File: config.mk
export PLATFORM = sky130hd
export DESIGN_NAME = ivg_top
export DESIGN_NICKNAME = d
export VERILOG_FILES = /design/src/rtl/ivg_pkg.sv /design/src/rtl/ivg_pattern.sv /design/src/rtl/ivg_compare.sv /design/src/rtl/ivg_top.sv
export SDC_FILE = /design/constraint.sdc
export NUM_CORES = 1
export LEC_CHECK = 0
export BUFFER_PORTS_ARGS = -buffer_cell sky130_fd_sc_hd__clkbuf_2
export CORE_MARGIN = 5
export CORE_UTILIZATION = 57
export CTS_BUF_LIST = sky130_fd_sc_hd__clkbuf_8
export DETAILED_ROUTE_END_ITERATION = 12
export GPL_ROUTABILITY_DRIVEN = 0
export GPL_TIMING_DRIVEN = 0
export PLACE_DENSITY_LB_ADDON = 0.12
export SYNTH_ARGS = -nofsm -noshare
export SYNTH_HDL_FRONTEND = slang
export SYNTH_SLANG_ARGS = --single-unit
export TNS_END_PERCENT = 100
File: constraint.sdc
create_clock -name clk -period 4.8 [get_ports clk]
set_input_delay 0.48 -clock clk [delete_from_list [all_inputs] [get_ports clk]]
set_output_delay 0.48 -clock clk [all_outputs]
set_load 0.1 [all_outputs]
File: src/rtl/ivg_pkg.sv
`timescale 1ns/1ps
package ivg_pkg;
    typedef enum logic [1:0] {
        ST_IDLE = 2'd0,
        ST_SEND = 2'd1,
        ST_WAIT = 2'd2
    } ivg_state_e;
endpackage

File: src/rtl/ivg_pattern.sv
`timescale 1ns/1ps
module ivg_pattern #(
    parameter int N_NETS = 6,
    parameter int STEP_W = 3
) (
    input  logic [STEP_W-1:0] step_i,
    input  logic              walk_i,
    input  logic              inv_i,
    output logic [N_NETS-1:0] vec_o
);
    localparam int CODE_W = $clog2(N_NETS + 2);

    for (genvar j = 0; j < N_NETS; j++) begin : g_net
        logic [CODE_W-1:0] code;
        logic [CODE_W-1:0] shifted;
        logic              walk_bit;
        assign code     = CODE_W'(j + 1);
        assign shifted  = code >> step_i;
        assign walk_bit = (step_i == STEP_W'(j));
        assign vec_o[j] = walk_i ? (walk_bit ^ inv_i) : shifted[0];
    end
endmodule

File: src/rtl/ivg_compare.sv
`timescale 1ns/1ps
module ivg_compare #(
    parameter int N_NETS = 6,
    parameter int ERR_W  = 6
) (
    input  logic [N_NETS-1:0] applied_i,
    input  logic [N_NETS-1:0] resp_i,
    output logic [N_NETS-1:0] diff_o,
    output logic [ERR_W-1:0]  ones_o
);
    assign diff_o = applied_i ^ resp_i;

    always_comb begin
        ones_o = '0;
        for (int i = 0; i < N_NETS; i++) begin
            ones_o = ones_o + ERR_W'(diff_o[i]);
        end
    end
endmodule

File: src/rtl/ivg_top.sv
`timescale 1ns/1ps
module ivg_top #(
    parameter int N_NETS = 6,
    localparam int CNT_VECS = $clog2(N_NETS + 2),
    localparam int MAX_VECS = (N_NETS > CNT_VECS) ? N_NETS : CNT_VECS,
    localparam int STEP_W   = $clog2(MAX_VECS + 1),
    localparam int ERR_W    = $clog2(N_NETS * MAX_VECS + 1)
) (
    input  logic              clk,
    input  logic              rst_n,
    input  logic              start_i,
    input  logic              algo_walk_i,
    input  logic              invert_i,
    output logic              vec_valid_o,
    input  logic              vec_ready_i,
    output logic [N_NETS-1:0] vec_o,
    output logic              vec_last_o,
    input  logic              resp_valid_i,
    input  logic [N_NETS-1:0] resp_i,
    output logic              busy_o,
    output logic [N_NETS-1:0] fault_mask_o,
    output logic [ERR_W-1:0]  err_count_o
);
    import ivg_pkg::*;

    typedef struct packed {
        ivg_state_e        st;
        logic              walk;
        logic              inv;
        logic [STEP_W-1:0] step;
        logic [N_NETS-1:0] mask;
        logic [ERR_W-1:0]  errs;
    } regs_t;

    regs_t regs_d, regs_q;

    logic [N_NETS-1:0] cur_vec;
    logic [N_NETS-1:0] diff;
    logic [ERR_W-1:0]  diff_ones;
    logic [STEP_W-1:0] last_idx;
    logic              at_last;
    logic              walk_q, inv_q;

    ivg_pattern #(.N_NETS(N_NETS), .STEP_W(STEP_W)) u_pattern (
        .step_i (regs_q.step),
        .walk_i (regs_q.walk),
        .inv_i  (regs_q.inv),
        .vec_o  (cur_vec)
    );

    ivg_compare #(.N_NETS(N_NETS), .ERR_W(ERR_W)) u_compare (
        .applied_i (cur_vec),
        .resp_i    (resp_i),
        .diff_o    (diff),
        .ones_o    (diff_ones)
    );

    assign last_idx = regs_q.walk ? STEP_W'(N_NETS - 1) : STEP_W'(CNT_VECS - 1);
    assign at_last  = (regs_q.step == last_idx);

    always_comb begin
        regs_d = regs_q;
        case (regs_q.st)
            ST_IDLE: begin
                if (start_i) begin
                    regs_d.st   = ST_SEND;
                    regs_d.walk = algo_walk_i;
                    regs_d.inv  = algo_walk_i & invert_i;
                    regs_d.step = '0;
                    regs_d.mask = '0;
                    regs_d.errs = '0;
                end
            end
            ST_SEND: begin
                if (vec_ready_i) begin
                    regs_d.st = ST_WAIT;
                end
            end
            ST_WAIT: begin
                if (resp_valid_i) begin
                    regs_d.mask = regs_q.mask | diff;
                    regs_d.errs = regs_q.errs + diff_ones;
                    if (at_last) begin
                        regs_d.st = ST_IDLE;
                    end else begin
                        regs_d.st   = ST_SEND;
                        regs_d.step = regs_q.step + STEP_W'(1);
                    end
                end
            end
            default: regs_d.st = ST_IDLE;
        endcase
    end

    always_ff @(posedge clk or negedge rst_n) begin
        if (!rst_n) begin
            regs_q <= '{st: ST_IDLE, walk: 1'b0, inv: 1'b0, step: '0, mask: '0, errs: '0};
        end else begin
            regs_q <= regs_d;
        end
    end

    assign vec_valid_o  = (regs_q.st == ST_SEND);
    assign vec_o        = cur_vec;
    assign vec_last_o   = vec_valid_o & at_last;
    assign busy_o       = (regs_q.st != ST_IDLE);
    assign fault_mask_o = regs_q.mask;
    assign err_count_o  = regs_q.errs;
    assign walk_q       = regs_q.walk;
    assign inv_q        = regs_q.inv;
endmodule

# Word level (Yosys, flattened, before mapping)
# Index checks and enable logic that the tools add are counted.
# classes
add_sub_neg	7
n_eq_ne	12
shifts	6
muxes	15
bitwise_logic	10
n_reduce_logical	8
# ops
op	count
case mux 15 bit (2 select lines)	1
adder 6 x 1 -> 6 bit	4
2-to-1 mux 19 bit	1
2-to-1 mux 15 bit	1
right shift 3 x 3 -> 1 bit (first input constant)	3
2-to-1 mux 1 bit	7
adder 6 bit	1
== test 3 x 2 -> 1 bit (second input constant)	2
== test 3 bit (second input constant)	2
2-to-1 mux 3 bit	2
inequality test 2 bit (second input constant)	3
bitwise OR 6 bit	1
case mux 2 bit (3 select lines)	1
AND reduction 3 bit	2
right shift 2 x 3 -> 1 bit (first input constant)	2
XOR 1 bit	6
XOR 6 bit	1
2-to-1 mux 2 bit	2
AND reduction 4 bit	1
nonzero test 2 bit	2
adder 3 x 1 -> 3 bit (second input constant)	1
== test 3 x 1 -> 1 bit (second input constant)	1
== test 3 bit	1
zero test 3 bit	1
8 further kinds	9
# totals
regBits	19
in_bits	13
output_inout_bits	21
word_cells	64

# Logic depth before layout (Yosys ltp)
# Gate-level depths: netlist of the first run.
# depth
depth_word	12
ltp_mapped	19
mapped_depth_nobuf	18

# Hierarchy
# Synthesis of the first run repeated with hierarchy kept, for this count alone.
# unflattened
cells_unflattened	171
hier_area_um2	1586.5
# modules_own_cells
module	n_inst	cells_per_inst	area_each_um2	seq_area_each_um2
ivg_top	1	117	1154.9	475.5
ivg_pattern	1	34	235.2	0.0
ivg_compare	1	20	196.4	0.0

# Worst setup path before layout of the first run
# OpenSTA, ideal clock, no wires.
# synth_path
path_type	register to register
startpoint	register regs_q[12]
endpoint	register regs_q[4], in the netlist err_count_o[4]
setup_time_ns	0.079
arrival_time_ns	5.211
required_ns	4.721
setup_slack_ns	-0.490
path_stages_with_launch	16
n_path_buf	1
synth_period_minus_slack_ns	5.290
path_cell_list	dfrtp_1 > clkbuf_2 > inv_1 > ha_1 > nand2_1 > a21oi_1 > nor3_1 > xor2_1 > fa_1 > ha_1 > inv_1 > fa_1 > nor2b_1 > o21ai_0 > a21oi_1 > mux2i_1
# synth_between
elab_cells_between_ends	33
classes_between	add/sub: 6; eq/ne: 5; shift: 6; mux: 8; bitwise: 7; reduce/logical: 1
# synth_rtl
element	line_no	source
from (decl)	ivg_top.sv:35	regs_t regs_d, regs_q;
from (signal assigned)	ivg_top.sv:97	regs_q <= '{st: ST_IDLE, walk: 1'b0, inv: 1'b0, step: '0, mask: '0, errs: '0};
from (signal assigned)	ivg_top.sv:99	regs_q <= regs_d;
== test 3 bit	ivg_pattern.sv:19	assign walk_bit = (step_i == STEP_W'(j));
XOR 1 bit	ivg_pattern.sv:20	assign vec_o[j] = walk_i ? (walk_bit ^ inv_i) : shifted[0];
2-to-1 mux 1 bit (*)	ivg_pattern.sv:20	
net vec_o[4]	ivg_top.sv:16	output logic [N_NETS-1:0] vec_o,
XOR 6 bit (*)	ivg_compare.sv:11	assign diff_o = applied_i ^ resp_i;
adder 6 x 1 -> 6 bit (*) (2 in series)	ivg_compare.sv:16	ones_o = ones_o + ERR_W'(diff_o[i]);
adder 6 bit (*)	ivg_top.sv:82	regs_d.errs = regs_q.errs + diff_ones;
2-to-1 mux 15 bit (*)	ivg_top.sv:80	if (resp_valid_i) begin
case mux 15 bit (2 select lines) (*)	ivg_top.sv:63	case (regs_q.st)
# Mark *: on every way through the listed nets, which the timed path passes. The rest lies on a longest branch. The select of a mux whose other input is x is not followed.
# A chain may end at the register's enable or synchronous reset.

# Final worst setup path of the first run
# layout_path
startpoint	register regs_q[12]
endpoint	register regs_q[4], in the netlist err_count_o[4]
# layout_between
elab_chain_len	12
elab_cells_between_ends	33
classes_between	add/sub: 6; eq/ne: 5; shift: 6; mux: 8; bitwise: 7; reduce/logical: 1
# layout_lines
element	line_no
== test 3 x 1 -> 1 bit / zero test 3 bit (equally long branches)	ivg_pattern.sv:19
XOR 1 bit	ivg_pattern.sv:20
2-to-1 mux 1 bit	ivg_pattern.sv:20
XOR 6 bit (*)	ivg_compare.sv:11
adder 1 x 1 -> 2 bit	ivg_compare.sv:16
adder 6 x 1 -> 6 bit (3 in series)	ivg_compare.sv:16
adder 6 x 1 -> 6 bit (*)	ivg_compare.sv:16
adder 6 bit (*)	ivg_top.sv:82
2-to-1 mux 15 bit (*)	ivg_top.sv:80
case mux 15 bit (2 select lines) (*)	ivg_top.sv:63
# Every way passes the cells marked *; elsewhere a longest branch is shown, timed or not. The select of a mux whose other input is x is not followed.

==> impl_metrics.csv, run 1 <==
group,metric,value,unit
route,drcViolationCount,0,
route,vias,1385,
clocking,cts_sinks,19,
global_route,grt_pass1_wl,6389,um
clocking,insertion_delay,260,ps
yosys,synthTopCellsByArea,"dfrtp_1 (29%), ha_1 (10%), buf_4 (5.6%), fa_1 (3.7%), buf_6 (3.5%)",
yosys,synth_area_per_cell,9.061,um^2
cells_and_area,seqCellArea,475.5,um^2
cells_and_area,diodes,0,
yosys,synth_fp_nets,207,
global_route,met2_usage,32.82,%
yosys,synthArstFlopShare,100.0,%
global_route,grt_max_degree,20,
critical_path,crit_path_end_kind,"flip-flop",
sta,skew,2.602,ps
critical_path,criticalPathCategory,"flip-flop to flip-flop",
yosys,synth.largest_area_cell,"dfrtp_1",
cells_and_area,final_util,68.28,%
global_route,grt_pass1_vias,1430,
yosys,synth_area,1613,um^2
global_route,grt_use_met3,3.730,%
die,core_region_area,2734,um^2
cells_and_area,final_area,1867,um^2
sta,clock.fmax,0.2321,GHz
cells_and_area,fillers,234,
route,first_pass_iters,4,
global_route,grtUsageTotal,19.69,%
sta,finalSetupViolations,0,
global_route,antenna_found_initial,0,
critical_path,path_max_fanout,7,
route,drt-total-wl,3656,um
die,die-area,3993,um^2
yosys,synth_edf_count,0,
sta,period_share,89.77,%
critical_path,cp.arrival,4500,ps
clocking,cts_hold_buf,0,
place,port_buffers,32,
clocking,cts_tree,"done",
route,drt_iter0_drc,39,
worst_hold_path,hold_path.class,"primary input to async pin",
clocking,cts_resized,0,
clocking,cts_buffers,3,
yosys,ys_seq_elements,19,
die,ios,34,
die,rows,19,
route,ant_nets,0,
yosys,ys_warn_count,0,
cells_and_area,fin_nets,244,
cells_and_area,multi_input_area,929.6,um^2
route,vias_per_cell,5.653,
global_route,use_met1,24.30,%
run,maxCapViolCount,0,
run_status,outcome,"completed",
yosys,synth_top_cell_area_share,29.48,%
place,dp_hpwl,2920,um
sta,slew_violations,0,
route,wl_per_cell,14.92,um
critical_path,worstPathRequired,4990,ps
sta,tns,0,ps
sta,finalHoldViolCount,0,
die,die_h,63.19,um
clocking,clk_pin_slew_worst_paths,80,ps
yosys,synth_seq_area_share,29.48,%
sta,tightest_slew,616.4,ps
die,initial_utilization,58.99,%
cells_and_area,areaGrowthSynthToFinish,15.75,%
yosys,syn_inst,178,
sta,grt_setup_unrepaired,"false",
global_route,grt_overflow_total,0,
global_route,grt.busiest_layer,"met2",
yosys,synth_cell_types,44,
sta,min_period,4309,ps
critical_path,startpoint_type,"flip-flop",
place,placed_area,1821,um^2
cells_and_area,drive_gt1_share,28.97,%
yosys,synth-main-ff-cell,"dfrtp_1",
clocking,cts_setup_buffers,0,
clocking,cts.path.max_buffers,2,
clocking,cts_max_level,1,
sta,slew_headroom,58.59,%
clocking,cts_root_buf,"clkbuf_8",
die,dieWidth,63.19,um
==> kinds of logic (layout without fill, tap and decap cells) <==
| logic type | Yosys count | in the layout | synth area share (%) |
|---|---|---|---|
| and+or+nand+nor | 55 | 55 | 18.54 |
| AOI/OAI and AO/OA | 37 | 37 | 15.52 |
| buffers and inverters | 35 | 71 | 13.42 |
| DFF | 19 | 19 | 29.48 |
| adders and majority gates | 16 | 16 | 13.81 |
| xor gates and xnor gates | 10 | 10 | 5.430 |
| muxes | 6 | 6 | 3.801 |
==> per-layer routing <==
metal / share of wire [%] / vias up / wire (um)
met1: 45 / 660 / 1654
met4: 1.9 / 0 / 69
li1: - / 682 / -
met5: 0 / - / 0
met2: 48 / 36 / 1763
met3: 4.6 / 7 / 169
==> registers in the layout, summed over array words and instances, names as in the netlist <==
name / flops
err_count_o: 6
regs_q: 5
inv_q: 1
walk_q: 1
fault_mask_o: 6
==> critical path: stages, from the launching register on <==
cell	delay, ps
dfrtp_1	420
clkbuf_2	180
inv_1	120
ha_1	220
nand2b_1	110
xnor2_1	160
a21o_1	210
xor2_1	150
ha_1	270
inv_1	50
fa_1	470
inv_1	50
fa_1	490
ha_1	200
inv_1	70
fa_1	390
nor2b_1	170
o21ai_0	100
a21oi_1	200
mux2i_1	200
==> synth_stat cells (2+ instances only) <==
| cell | n |
|---|---|
| and3_1 | 2 |
| nor3_1 | 3 |
| a221o_1 | 2 |
| nand2_1 | 15 |
| a21oi_1 | 5 |
| nor3b_1 | 3 |
| a211o_1 | 2 |
| nor2_1 | 5 |
| nand3_1 | 11 |
| xnor2_1 | 5 |
| buf_4 | 12 |
| o21ai_0 | 10 |
| a22oi_1 | 2 |
| fa_1 | 3 |
| nor2b_1 | 3 |
| a211oi_1 | 2 |
| o31ai_1 | 2 |
| dfrtp_1 | 19 |
| inv_1 | 14 |
| xor2_1 | 5 |
| a21o_1 | 3 |
| clkbuf_1 | 2 |
| ha_1 | 13 |
| nand2b_1 | 5 |
| buf_6 | 5 |
| o22ai_1 | 3 |
| mux2i_1 | 5 |
==> per-stage QoR <==
stage,worst slack [ps],hold WS (ps),instances
after floorplan,283.8,184.4,178
after global placement,659.2,466.0,241
after detailed placement,555.6,474.9,241
after CTS,527.6,180.3,245
after global routing,270.8,208.5,245
final,491.1,171.4,245
==> cells in the final DEF, fill, tap and decap left out, types with 4 or more instances in the layout <==
cell | netlist | final
clkbuf_2 | 1 | 33
mux2i_1 | 5 | 4
dfrtp_1 | 19 | 19
nand3_1 | 11 | 11
nor2_1 | 5 | 5
o21ai_0 | 10 | 10
buf_4 | 12 | 12
buf_6 | 5 | 5
ha_1 | 13 | 13
nand2b_1 | 5 | 5
a21oi_1 | 5 | 5
inv_1 | 14 | 14
xnor2_1 | 5 | 5
xor2_1 | 5 | 5
nand2_1 | 15 | 15
==> final cells by class <==
cell class / instances / share of cell area [%]
plain buffers: 21 / 8.780
clock buffers: 3 / 2.212
clock inverters: 1 / 0.2681
inverters: 14 / 2.815
multi-input cells: 124 / 49.80
flip-flops and latches: 19 / 25.47
well taps: 31 / 2.078
repair buffers: 32 / 8.579
==> worst paths after layout <==
path / start / to / slack [ps] / depth (start not counted)
min in group clk: resp_valid_i / regs_q[18] / 450 / 2
max in group asynchronous: rst_n / err_count_o[0] / 4280 / 1
worst min-delay path: rst_n / fault_mask_o[3] / 170 / 1
worst max register to register: regs_q[12] / err_count_o[4] / 490 / 19
worst max-delay path: regs_q[12] / err_count_o[4] / 490 / 19
worst min register to register: fault_mask_o[3] / fault_mask_o[3] / 480 / 2
Power of run 1 is not shown: default switching activity piles up to over one toggle a cycle in this logic, so the estimate is an artifact.
==> inputs of run 2 (changes only) <==
--- a/config.mk
+++ b/config.mk
@@ -9,3 +9,3 @@
 export CORE_MARGIN = 5
-export CORE_UTILIZATION = 57
+export CORE_UTILIZATION = 56
 export CTS_BUF_LIST = sky130_fd_sc_hd__clkbuf_8
@@ -17,2 +17,3 @@
 export SYNTH_HDL_FRONTEND = slang
+export SYNTH_HIERARCHICAL = 1
 export SYNTH_SLANG_ARGS = --single-unit
--- a/constraint.sdc
+++ b/constraint.sdc
@@ -3,2 +3,2 @@
 set_output_delay 0.48 -clock clk [all_outputs]
-set_load 0.1 [all_outputs]
+set_load 0.05 [all_outputs]
==> impl_metrics.csv, run 2 <==
group,metric,value,unit
run_status,outcome,"completed",
clocking,cts_sinks,19,
yosys,synth-main-ff-cell,"dfrtp_1",
die,die_h,63.23,um
critical_path,r2r_start,"regs_q[12]",
yosys,synth_area_per_cell,9.278,um^2
critical_path,cp.arrival,4510,ps
cells_and_area,most-common-layout-cells,"clkbuf_2 (33), dfrtp_1 (19), nor2_1 (16)",
die,dieWidth,63.23,um
clocking,cts_buffers,3,
sta,tightest_slew,502.8,ps
yosys,synthTopCellsByArea,"dfrtp_1 (30%), ha_1 (9.5%), buf_4 (6.6%), fa_1 (5.0%), xor2_1 (5.0%)",
yosys,ys_warn_count,6,
cells_and_area,drive_gt1_share,30.62,%
critical_path,criticalPathCategory,"flip-flop to flip-flop",
yosys,syn_inst,171,
global_route,grt_pass1_vias,1230,
global_route,grt_overflow_total,0,
clocking,clk_pin_slew_worst_paths,80,ps
route,ant_nets,0,
route,drcViolationCount,0,
sta,slew_headroom,66.48,%
route,wl_per_cell,12.69,um
sta,slew_violations,0,
critical_path,worstPathRequired,4990,ps
global_route,use_met1,21.68,%
clocking,cts.path.max_buffers,2,
global_route,grtUsageTotal,16.22,%
critical_path,r2r_slack,480,ps
yosys,synth_top_cell_area_share,29.97,%
route,vias_per_cell,5.233,
worst_hold_path,hold_path.class,"primary input to async pin",
die,ios,34,
clocking,cts_hold_buf,0,
yosys,synth.most_common_cell,"dfrtp_1",
sta,finalSetupViolations,0,
global_route,grt_use_met3,3.020,%
route,drt_iter0_drc,44,
yosys,synth_area,1587,um^2
clocking,cts_max_level,1,
clocking,cts_setup_buffers,0,
critical_path,r2r_cells,16,
sta,period_share,90.05,%
sta,min_period,4323,ps
global_route,antenna_found_initial,0,
global_route,met2_usage,27.18,%
cells_and_area,diodes,0,
yosys,synth_seq_area_share,29.97,%
global_route,grt_pass1_wl,5444,um
die,die-area,3997,um^2
route,vias,1256,
cells_and_area,final_common_cell,"clkbuf_2",
critical_path,r2r_end,"err_count_o[4]",
yosys,ys_seq_elements,19,
sta,worst_slack,477.4,ps
die,rows,19,
route,drt-total-wl,3045,um
die,initial_utilization,58.03,%
yosys,synth_edf_count,0,
route,first_pass_iters,5,
critical_path,crit_path_end_kind,"flip-flop",
cells_and_area,areaGrowthSynthToFinish,16.40,%
critical_path,cpLargestDelayFamily,"adder cells",
sta,grt_setup_unrepaired,"false",
critical_path,crit_slowest_cell,"dfrtp_1",
yosys,synth_cell_types,42,
place,port_buffers,33,
critical_path,path_max_fanout,9,
critical_path,critPathMaxStageDelay,530,ps
die,core_region_area,2734,um^2
clocking,insertion_delay,260,ps
clocking,cts_root_buf,"clkbuf_8",
critical_path,critical_path_buf_inv_count,4,
critical_path,startpoint_type,"flip-flop",
sta,skew,9.375,ps
run,maxCapViolCount,0,
place,dp_hpwl,2466,um
clocking,cts_resized,0,
place,post-place-ws,525.7,ps
clocking,cts_tree,"done",
sta,finalHoldViolCount,0,
cells_and_area,fin_nets,239,
critical_path,critical_path.cell_chain,"inv_1 -> ha_1 -> a221o_1 -> xnor2_1 -> fa_1 -> inv_1 -> ha_1 -> fa_1 -> fa_1 -> inv_1 -> fa_1 -> inv_1 -> a21o_1 -> a21oi_1 -> xor2_1 -> o21ai_1",
yosys,synth.largest_area_cell,"dfrtp_1",
yosys,synthArstFlopShare,100.0,%
yosys,synth_commonest_cells,"dfrtp_1 (19), nor2_1 (16), buf_4 (14)",
sta,clock.fmax,0.2313,GHz
global_route,grt_max_degree,20,
sta,tns,0,ps
global_route,grt.busiest_layer,"met2",
[run 2: per-stage QoR]
step           instance area [um^2]  hold WS (ps)  std cells  util (%)
2_1_floorplan                  1597         184.4        172         -
3_3_place_gp                   1800         457.4        236     65.86
3_5_place_dp                   1800         467.3        236     65.86
4_1_cts                        1847         188.2        240     67.55
5_1_grt                        1847         208.0        240     67.55
6_report                       1847         175.2        240     67.55
[run 2: final cells by class]
cell class | instances | area, um^2
clock inverters | 1 | 5.005
clock buffers | 3 | 41.29
fillers | 237 | 887.1
plain buffers | 20 | 166.4
multi-input cells | 123 | 917.1
inverters | 10 | 37.54
flip-flops and latches | 19 | 475.5
well taps | 31 | 38.79
repair buffers | 33 | 165.2
[run 2: worst max-delay path by stage]
stage / startpoint / end / cells after the start
final: regs_q[12] / err_count_o[4] / 16
after global placement: regs_q[12] / err_count_o[4] / 17
after global routing: regs_q[12] / err_count_o[5] / 16
after CTS: regs_q[12] / err_count_o[4] / 17
after floorplan: regs_q[13] / err_count_o[4] / 17
after detailed placement: regs_q[12] / err_count_o[5] / 16
[run 2: worst register-to-register path, delay by kind of cell, from the launching register on]
family / cells / cell delay, ps
buffers and inverters: 4 / 320
flip-flops: 1 / 530
adder cells (fa/ha/maj): 6 / 2380
XOR/XNOR: 2 / 300
AO/OA/AOI/OAI: 4 / 720
[run 2: logic make-up (layout without fill, tap and decap cells)]
group / Yosys count / after routing / share of synthesized area, %
adder cells (fa/ha/maj): 16 / 16 / 14.51
buffers and inverters: 30 / 67 / 12.85
other: 1 / 2 / 0.2364
multiplexers: 3 / 3 / 1.972
AO/OA/AOI/OAI: 34 / 34 / 13.80
flip-flops: 19 / 19 / 29.97
AND/OR/NAND/NOR: 55 / 55 / 19.48
XOR/XNOR: 13 / 13 / 7.177
[run 2: layer usage]
layer | vias up | wire, um
li1 | 637 | -
met1 | 581 | 1361
met2 | 36 | 1492
met3 | 2 | 178
met4 | 0 | 14
met5 | - | 0
Power of run 2 is left out for the same reason.
